<file path="config.mk">
export PLATFORM = sky130hd
export DESIGN_NAME = pcfg_regfile
export DESIGN_NICKNAME = d
export VERILOG_FILES = /design/src/rtl/pcfg_pkg.sv /design/src/rtl/pcfg_region_slot.sv /design/src/rtl/pcfg_sec_reg.sv /design/src/rtl/pcfg_read_mux.sv /design/src/rtl/pcfg_regfile.sv
export SDC_FILE = /design/constraint.sdc
export NUM_CORES = 1
export LEC_CHECK = 0
export ABC_AREA = 1
export BUFFER_PORTS_ARGS = -buffer_cell sky130_fd_sc_hd__buf_2
export CAP_MARGIN = 15
export CORE_AREA = 8 8 276 278
export CTS_BUF_LIST = sky130_fd_sc_hd__clkbuf_16
export DETAILED_ROUTE_END_ITERATION = 7
export DIE_AREA = 0 0 284 286
export GPL_ROUTABILITY_DRIVEN = 0
export PLACE_DENSITY = 0.66
export REMOVE_ABC_BUFFERS = 1
export SLEW_MARGIN = 20
export SYNTH_ARGS = -nofsm -noshare
export SYNTH_HDL_FRONTEND = slang
export SYNTH_SLANG_ARGS = --single-unit
</file>
<file path="constraint.sdc">
create_clock -name clk -period 3.49 [get_ports clk]
set_clock_uncertainty 0.2 [all_clocks]
set_input_delay 0.5235 -clock clk [delete_from_list [all_inputs] [get_ports clk]]
set_output_delay 0.5235 -clock clk [all_outputs]
set_load 0.05 [all_outputs]
</file>
<file path="src/rtl/pcfg_pkg.sv">
`timescale 1ns/1ps
package pcfg_pkg;

  typedef enum logic [1:0] {
    SEL_CFG  = 2'd0,
    SEL_ADDR = 2'd1,
    SEL_SEC  = 2'd2,
    SEL_NONE = 2'd3
  } csr_sel_e;

  typedef enum logic [1:0] {
    MATCH_OFF   = 2'd0,
    MATCH_TOR   = 2'd1,
    MATCH_NA4   = 2'd2,
    MATCH_NAPOT = 2'd3
  } match_e;

  localparam int unsigned CFG_W      = 8;
  localparam int unsigned BIT_W      = 1;
  localparam int unsigned BIT_X      = 2;
  localparam int unsigned MODE_LO    = 3;
  localparam int unsigned BIT_L      = 7;

  localparam int unsigned SEC_W      = 3;
  localparam int unsigned SEC_LD     = 0;
  localparam int unsigned SEC_WL     = 1;
  localparam int unsigned SEC_BYP    = 2;

endpackage

</file>
<file path="src/rtl/pcfg_region_slot.sv">
`timescale 1ns/1ps
module pcfg_region_slot
  import pcfg_pkg::*;
#(
  parameter int unsigned ADDR_W   = 32,
  parameter bit          HAS_NEXT = 1'b1
) (
  input  logic              clk,
  input  logic              rst_n,
  input  logic              cfg_we,
  input  logic [CFG_W-1:0]  cfg_wdata,
  input  logic              addr_we,
  input  logic [ADDR_W-1:0] addr_wdata,
  input  logic [CFG_W-1:0]  next_cfg,
  input  logic              lockdown,
  input  logic              bypass,
  output logic [CFG_W-1:0]  cfg_q,
  output logic [ADDR_W-1:0] addr_q
);

  logic              ld_value_ok;
  logic              cfg_accept;
  logic              nbr_guard;
  logic              addr_accept;
  logic              cfg_en;
  logic              addr_en;
  logic [CFG_W-1:0]  cfg_d;
  logic [ADDR_W-1:0] addr_d;

  // lockdown mode judges the incoming value instead of the current lock flag
  always_comb begin
    if (cfg_wdata[BIT_L]) begin
      ld_value_ok = !cfg_wdata[BIT_X];
    end else begin
      ld_value_ok = (cfg_wdata[BIT_X:0] != 3'b110);
    end
  end

  always_comb begin
    if (bypass) begin
      cfg_accept = 1'b1;
    end else if (lockdown) begin
      cfg_accept = ld_value_ok;
    end else begin
      cfg_accept = !cfg_q[BIT_L];
    end
  end

  generate
    if (HAS_NEXT) begin : g_nbr
      assign nbr_guard = next_cfg[BIT_L] &&
                         (match_e'(next_cfg[MODE_LO +: 2]) == MATCH_TOR);
    end else begin : g_top
      assign nbr_guard = 1'b0;
    end
  endgenerate

  assign addr_accept = !cfg_q[BIT_L] && !nbr_guard;
  assign cfg_en      = cfg_we && cfg_accept;
  assign addr_en     = addr_we && addr_accept;

  always_comb begin
    cfg_d  = cfg_q;
    addr_d = addr_q;
    if (cfg_en)  cfg_d  = cfg_wdata;
    if (addr_en) addr_d = addr_wdata;
  end

  always_ff @(posedge clk or negedge rst_n) begin
    if (!rst_n) begin
      cfg_q <= '0;
    end else if (cfg_en) begin
      cfg_q <= cfg_d;
    end
  end

  always_ff @(posedge clk or negedge rst_n) begin
    if (!rst_n) begin
      addr_q <= '0;
    end else if (addr_en) begin
      addr_q <= addr_d;
    end
  end

  // plain lock refuses configuration changes
  a_r3_locked_cfg_hold: assert property (@(posedge clk) disable iff (!rst_n)
    (cfg_we && !bypass && !lockdown && cfg_q[BIT_L]) |=> $stable(cfg_q));

  // own lock protects the address register
  a_r4_locked_addr_hold: assert property (@(posedge clk) disable iff (!rst_n)
    (addr_we && cfg_q[BIT_L]) |=> $stable(addr_q));

  // locked top-of-range neighbour protects the address register
  a_r5_nbr_tor_hold: assert property (@(posedge clk) disable iff (!rst_n)
    (HAS_NEXT && addr_we && next_cfg[BIT_L] && next_cfg[4:3] == 2'b01)
      |=> $stable(addr_q));

  // bypass takes every configuration write
  a_r6_bypass_takes: assert property (@(posedge clk) disable iff (!rst_n)
    (cfg_we && bypass) |=> (cfg_q == $past(cfg_wdata)));

  // lockdown rejects write+execute shared values and locked executables
  a_r7_lockdown_reject: assert property (@(posedge clk) disable iff (!rst_n)
    (cfg_we && lockdown && !bypass &&
     ((cfg_wdata[7] && cfg_wdata[2]) || (!cfg_wdata[7] && cfg_wdata[2:0] == 3'b110)))
      |=> $stable(cfg_q));

endmodule

</file>
<file path="src/rtl/pcfg_sec_reg.sv">
`timescale 1ns/1ps
module pcfg_sec_reg
  import pcfg_pkg::*;
(
  input  logic             clk,
  input  logic             rst_n,
  input  logic             we,
  input  logic [SEC_W-1:0] wdata,
  input  logic             any_locked,
  output logic [SEC_W-1:0] sec_q
);

  logic [SEC_W-1:0] sec_d;

  always_comb begin
    sec_d = wdata;
    if (!sec_q[SEC_BYP] && any_locked) begin
      sec_d[SEC_BYP] = 1'b0;
    end
    sec_d[SEC_LD] = wdata[SEC_LD] | sec_q[SEC_LD];
    sec_d[SEC_WL] = wdata[SEC_WL] | sec_q[SEC_WL];
  end

  always_ff @(posedge clk or negedge rst_n) begin
    if (!rst_n) begin
      sec_q <= '0;
    end else if (we) begin
      sec_q <= sec_d;
    end
  end

  // sticky mode flags
  a_r8_lockdown_sticky: assert property (@(posedge clk) disable iff (!rst_n)
    sec_q[0] |=> sec_q[0]);
  a_r8_whitelist_sticky: assert property (@(posedge clk) disable iff (!rst_n)
    sec_q[1] |=> sec_q[1]);

  // bypass cannot rise while a region is locked
  a_r9_bypass_guard: assert property (@(posedge clk) disable iff (!rst_n)
    (!sec_q[2] && any_locked) |=> !sec_q[2]);

endmodule

</file>
<file path="src/rtl/pcfg_read_mux.sv">
`timescale 1ns/1ps
module pcfg_read_mux
  import pcfg_pkg::*;
#(
  parameter int unsigned NUM_REGIONS = 16,
  parameter int unsigned XLEN        = 32,
  parameter int unsigned IDX_W       = 5
) (
  input  logic                        re,
  input  logic [1:0]                  sel,
  input  logic [IDX_W-1:0]            idx,
  input  logic [NUM_REGIONS*CFG_W-1:0] cfg_flat,
  input  logic [NUM_REGIONS*XLEN-1:0]  addr_flat,
  input  logic [SEC_W-1:0]            sec,
  output logic [XLEN-1:0]             rdata
);

  localparam int unsigned LANES     = XLEN / CFG_W;
  localparam int unsigned CFG_WORDS = (NUM_REGIONS + LANES - 1) / LANES;

  always_comb begin
    rdata = '0;
    if (re) begin
      unique case (csr_sel_e'(sel))
        SEL_CFG: begin
          for (int k = 0; k < CFG_WORDS; k++) begin
            if (idx == IDX_W'(k)) begin
              for (int j = 0; j < LANES; j++) begin
                if (k * LANES + j < NUM_REGIONS) begin
                  rdata[j*CFG_W +: CFG_W] = cfg_flat[(k*LANES+j)*CFG_W +: CFG_W];
                end
              end
            end
          end
        end
        SEL_ADDR: begin
          for (int i = 0; i < NUM_REGIONS; i++) begin
            if (idx == IDX_W'(i)) begin
              rdata = addr_flat[i*XLEN +: XLEN];
            end
          end
        end
        SEL_SEC:  rdata[SEC_W-1:0] = sec;
        default:  rdata = '0;
      endcase
    end
  end

endmodule

</file>
<file path="src/rtl/pcfg_regfile.sv">
`timescale 1ns/1ps
module pcfg_regfile
  import pcfg_pkg::*;
#(
  parameter int unsigned NUM_REGIONS = 16,
  parameter int unsigned XLEN        = 32,
  parameter int unsigned IDX_W       = 5
) (
  input  logic                          clk,
  input  logic                          rst_n,
  input  logic                          csr_we,
  input  logic                          csr_re,
  input  logic [1:0]                    csr_sel,
  input  logic [IDX_W-1:0]              csr_idx,
  input  logic [XLEN-1:0]               csr_wdata,
  output logic [XLEN-1:0]               csr_rdata,
  output logic [NUM_REGIONS*CFG_W-1:0]  region_cfg_o,
  output logic [NUM_REGIONS*XLEN-1:0]   region_addr_o,
  output logic                          sec_lockdown_o,
  output logic                          sec_whitelist_o,
  output logic                          sec_bypass_o
);

  localparam int unsigned LANES     = XLEN / CFG_W;
  localparam int unsigned CFG_WORDS = (NUM_REGIONS + LANES - 1) / LANES;
  localparam logic [IDX_W:0] CFG_LIMIT  = (IDX_W+1)'(CFG_WORDS);
  localparam logic [IDX_W:0] ADDR_LIMIT = (IDX_W+1)'(NUM_REGIONS);

  logic                   cfg_hit;
  logic                   addr_hit;
  logic                   sec_we;
  logic                   any_locked;
  logic [SEC_W-1:0]       sec_q;
  logic [CFG_W-1:0]       cfg_arr [NUM_REGIONS+1];

  assign cfg_hit  = csr_we && (csr_sel_e'(csr_sel) == SEL_CFG)  &&
                    ({1'b0, csr_idx} < CFG_LIMIT);
  assign addr_hit = csr_we && (csr_sel_e'(csr_sel) == SEL_ADDR) &&
                    ({1'b0, csr_idx} < ADDR_LIMIT);
  assign sec_we   = csr_we && (csr_sel_e'(csr_sel) == SEL_SEC);

  assign cfg_arr[NUM_REGIONS] = '0;

  generate
    for (genvar i = 0; i < NUM_REGIONS; i++) begin : g_region
      localparam int unsigned WORD = i / LANES;
      localparam int unsigned LANE = i % LANES;
      logic slot_cfg_we;
      logic slot_addr_we;

      assign slot_cfg_we  = cfg_hit  && (csr_idx == IDX_W'(WORD));
      assign slot_addr_we = addr_hit && (csr_idx == IDX_W'(i));

      pcfg_region_slot #(
        .ADDR_W   (XLEN),
        .HAS_NEXT (i + 1 < NUM_REGIONS)
      ) u_slot (
        .clk        (clk),
        .rst_n      (rst_n),
        .cfg_we     (slot_cfg_we),
        .cfg_wdata  (csr_wdata[LANE*CFG_W +: CFG_W]),
        .addr_we    (slot_addr_we),
        .addr_wdata (csr_wdata),
        .next_cfg   (cfg_arr[i+1]),
        .lockdown   (sec_q[SEC_LD]),
        .bypass     (sec_q[SEC_BYP]),
        .cfg_q      (cfg_arr[i]),
        .addr_q     (region_addr_o[i*XLEN +: XLEN])
      );

      assign region_cfg_o[i*CFG_W +: CFG_W] = cfg_arr[i];
    end
  endgenerate

  always_comb begin
    any_locked = 1'b0;
    for (int i = 0; i < NUM_REGIONS; i++) begin
      any_locked = any_locked | cfg_arr[i][BIT_L];
    end
  end

  pcfg_sec_reg u_sec (
    .clk        (clk),
    .rst_n      (rst_n),
    .we         (sec_we),
    .wdata      (csr_wdata[SEC_W-1:0]),
    .any_locked (any_locked),
    .sec_q      (sec_q)
  );

  pcfg_read_mux #(
    .NUM_REGIONS (NUM_REGIONS),
    .XLEN        (XLEN),
    .IDX_W       (IDX_W)
  ) u_rmux (
    .re        (csr_re),
    .sel       (csr_sel),
    .idx       (csr_idx),
    .cfg_flat  (region_cfg_o),
    .addr_flat (region_addr_o),
    .sec       (sec_q),
    .rdata     (csr_rdata)
  );

  assign sec_lockdown_o  = sec_q[SEC_LD];
  assign sec_whitelist_o = sec_q[SEC_WL];
  assign sec_bypass_o    = sec_q[SEC_BYP];

  // out-of-range address index leaves every address untouched
  a_r10_oob_addr_ignored: assert property (@(posedge clk) disable iff (!rst_n)
    (csr_we && csr_sel == 2'd1 && {1'b0, csr_idx} >= ADDR_LIMIT)
      |=> $stable(region_addr_o));

  // out-of-range configuration index leaves every byte untouched
  a_r10_oob_cfg_ignored: assert property (@(posedge clk) disable iff (!rst_n)
    (csr_we && csr_sel == 2'd0 && {1'b0, csr_idx} >= CFG_LIMIT)
      |=> $stable(region_cfg_o));

  // out-of-range reads return zero
  a_r10_oob_read_zero: assert property (@(posedge clk) disable iff (!rst_n)
    (csr_re && (csr_sel == 2'd3 ||
                (csr_sel == 2'd1 && {1'b0, csr_idx} >= ADDR_LIMIT)))
      |-> (csr_rdata == '0));

  // idle read port returns zero
  a_r11_idle_read_zero: assert property (@(posedge clk) disable iff (!rst_n)
    !csr_re |-> (csr_rdata == '0));

endmodule

</file>
==> metrics.md <==
| Metric | Value |
|---|---|
| Status | `completed` |
| Filler cells | `between 7000 and 8000` |
| First-pass GRT wire length | `roughly 200000 microns` |
| Maximum root-to-sink buffer count | `3` |
| Max Freq | `between 200 and 300 MHz` |
| Layout cells sized above 1 | `24.2%` |
| Final WS setup | `0.0471 ns` |
| I/O pins | `a little over 700` |
| Leakage | `0.0191 uW` |
| Drt wl/cell | `between 20 and 30 microns` |
| CP Cell Sequence | `buf_2, nor2_4, nand2_4, nor2_4, buf_12, clkinvlp_4, o22ai_4, o221ai_1, a21oi_1, buf_4, buf_12` |
| HP Class | `input port to register` |
| Area taken by flip-flops and latches | `roughly 16000 sq um` |
| Remaining global-route overflow | `0` |
| Crit-path slowest cell | `nor2_4` |
| DRT iter0 DRCs | `3669` |
| Psw | `~6200 uW` |
| Yosys reg bits | `between 600 and 700` |
| Period minus WS final | `about 3.4 ns` |
| Peak VDD IR | `~0.00035 V` |
| Final hold vios | `0` |
| Vias per cell | `around 5.6` |
| Synth unique cells | `34` |
| Core area | `just over 70000 sq um` |
| Post-synthesis average cell area | `8.12 sq um` |
| Gate Count Post-Synth | `about 3600` |
| Row cnt | `99` |
| P_int | `12400 uW` |
| Post-Synthesis Cell Area | `slightly below 30000 sq um` |
| Fin area | `~37000 sq um` |
| Total power | `roughly 19000 uW` |
| DP Area | `34600 sq um` |
| Placed Cells | `between 5000 and 6000` |
| Worst EP required | `2.77 ns` |
| Initial core utilization | `40.1%` |
| Detailed Route WL | `roughly 140000 microns` |
| Root Buffer | `clkbuf_16` |
| Via count | `a little under 30000` |
| Crit end category | `output pin` |
| Final cell count without fillers | `around 5200` |
| Latest clock arrival within the worst-skew pair | `0.61 ns` |
| Flop pwr share | `44.6%` |
| Clk pwr share | `between 30% and 40%` |
| Nets | `around 4300` |
| CTS Buf Count | `72` |
| Footprint of the multi-input gates | `between 10000 and 15000 sq um` |
| CTS tree | `done` |
| Crit path kind | `input port to output pin` |
| Pins Over Slew Limit | `0` |
| Final setup violation count | `0` |
| Full die area | `81200 sq um` |
| Pwr/cell area | `roughly 500 nW/um^2` |
| Worst Tran Pin Value | `between 1 and 1.5 ns` |
| Critical-path maximum fanout | `11` |
| TNS Setup | `0 ns` |
| Register area share after synthesis | `55.7%` |
| Commonest non-fill, non-tap cell in the layout | `nand2_1` |
| Layout area overhead | `27.8%` |
| DRC errors left | `0` |
| Chip Height | `roughly 290 microns` |
| Initial antenna violation count | `4` |
| Number of global-route vias before repair | `28000` |
| IO buf count | `between 700 and 800` |
| Clock slew seen by the registers of the worst setup and hold paths | `about 0.06 ns` |
| Htree depth | `3` |
| Sw Ratio | `about a third` |
| Slew margin rel. | `between 30% and 40%` |
| Crit-path max cell delay | `between 0.2 and 0.3 ns` |
| Commonest non-fill, non-tap cells in the layout | `nand2_1, buf_2, o21ai_0` |
| Largest net degree at the start of global routing | `85` |
| MaxCap Viol Count | `0` |
| Die Span X | `between 200 and 300 microns` |
| Dpl ws | `-0.0330 ns` |
| Routed Antenna Nets | `0` |
| Initial DRT Pass Iterations | `6` |
| HPWL after DPL | `around 98000 microns` |
| CP Data Arrival Time | `approximately 2.7 ns` |
| Final period util | `just under 100%` |
| Power share of the combinational group | `17.0%` |
| Clock Sinks | `between 600 and 700` |
| Tot GR Track Use | `between 30% and 40%` |
| Ys Warns | `0` |
| CP startpoint kind | `input port` |
==> per-stage QoR <==
stage	util [%]	hold slack, ns
floorplan	-	0.0279
global placement	48.0	0.280
detailed placement	48.0	0.289
CTS	51.0	0.0322
global route	51.2	0.0704
finish	51.2	0.0620
==> final timing paths <==
| check | startpoint | to | slack, ns | depth (start not counted) |
|---|---|---|---|---|
| setup / recovery | csr_idx[3] | csr_rdata[28] | 0.05 | 11 |
| hold / removal | csr_wdata[24] | g_region[7].u_slot.cfg_q[0] | 0.06 | 3 |
| setup reg to reg | u_sec.sec_q[0] | g_region[15].u_slot.cfg_q[7] | 1.04 | 5 |
| hold reg to reg | g_region[12].u_slot.addr_q[0] | g_region[12].u_slot.addr_q[0] | 0.30 | 2 |
| max in group asynchronous | rst_n | g_region[5].u_slot.addr_q[22] | 1.71 | 3 |
| min in group asynchronous | rst_n | g_region[7].u_slot.addr_q[1] | 0.33 | 2 |
==> layer usage <==
metal  track usage, %  part of all wire, %
met1             42.2                   39
met2             51.4                   45
met3             8.59                   11
met4             16.8                  5.5
met5                0               0.0093
==> critical path, delay by kind of cell <==
| kind | cells | cell delay (ns) |
|---|---|---|
| AND/OR/NAND/NOR | 3 | 0.55 |
| AO/OA/AOI/OAI | 3 | 0.72 |
| buffers and inverters | 5 | 0.89 |
==> cell usage after synthesis (all sizes together) <==
master	number	area [sq um]
a21boi	1	7.51
a21oi	84	420
a22o	2	17.5
a31oi	33	206
and3	1	6.26
buf	41	230
clkbuf	219	822
clkinv	2	7.51
dfrtp	643	16100
inv	198	743
nand2	1231	4630
nand3	86	455
nand4	67	419
nor2	124	500
nor3	4	25.0
nor4	2	12.5
o2111ai	3	45.0
o211ai	1	7.51
o21ai	737	3690
o21bai	29	218
o221ai	8	70.1
o22ai	4	25.0
or2	37	231
==> kinds of logic (layout without fill, tap and decap cells) <==
group	count (synthesis)	count (layout)	share of synthesized area, %
flops	643	643	55.7
compound gates	902	902	16.3
buf+inv	460	1186	6.24
simple gates	1552	1552	21.7
other cells	0	4	0
==> flip-flops by register name, indices dropped and copies added (netlist names) <==
name,cells
g_region.u_slot.addr_q,512
u_sec.sec_q,3
g_region.u_slot.cfg_q,128
==> repair_timing <==
item,in CTS,in global routing
gates resized for setup,2,21
endpoints found under the setup margin,2,21
setup buffers,0,4
pin swaps,0,2
endpoints found under the hold margin,64,0
hold buffers,1,0
gates cloned,0,0
==> power by group through the flow <==
stage                     Clock (uW)  Combinational [uW]  Sequential, uW
after detailed placement           0                3160            8410
after global routing            7530                3330            8340
final                           7150                3170            8310
after CTS                       7230                3160            8280
after global placement             0                3130            8410
after floorplan                    0                 557            9720
==> area by class of cell <==
cell class                      count  share of cell area (%)
Sequential cell                   643                    43.6
Multi-Input combinational cell   2454                    30.6
Timing Repair Buffer              859                    14.7
Clock buffer                       72                    4.88
Tap cell                          959                    3.25
Inverter                          200                    2.05
Clock inverter                     55                   0.936
Antenna cell                        4                  0.0271
No activity file was read; power rests on OpenSTA's default activity.
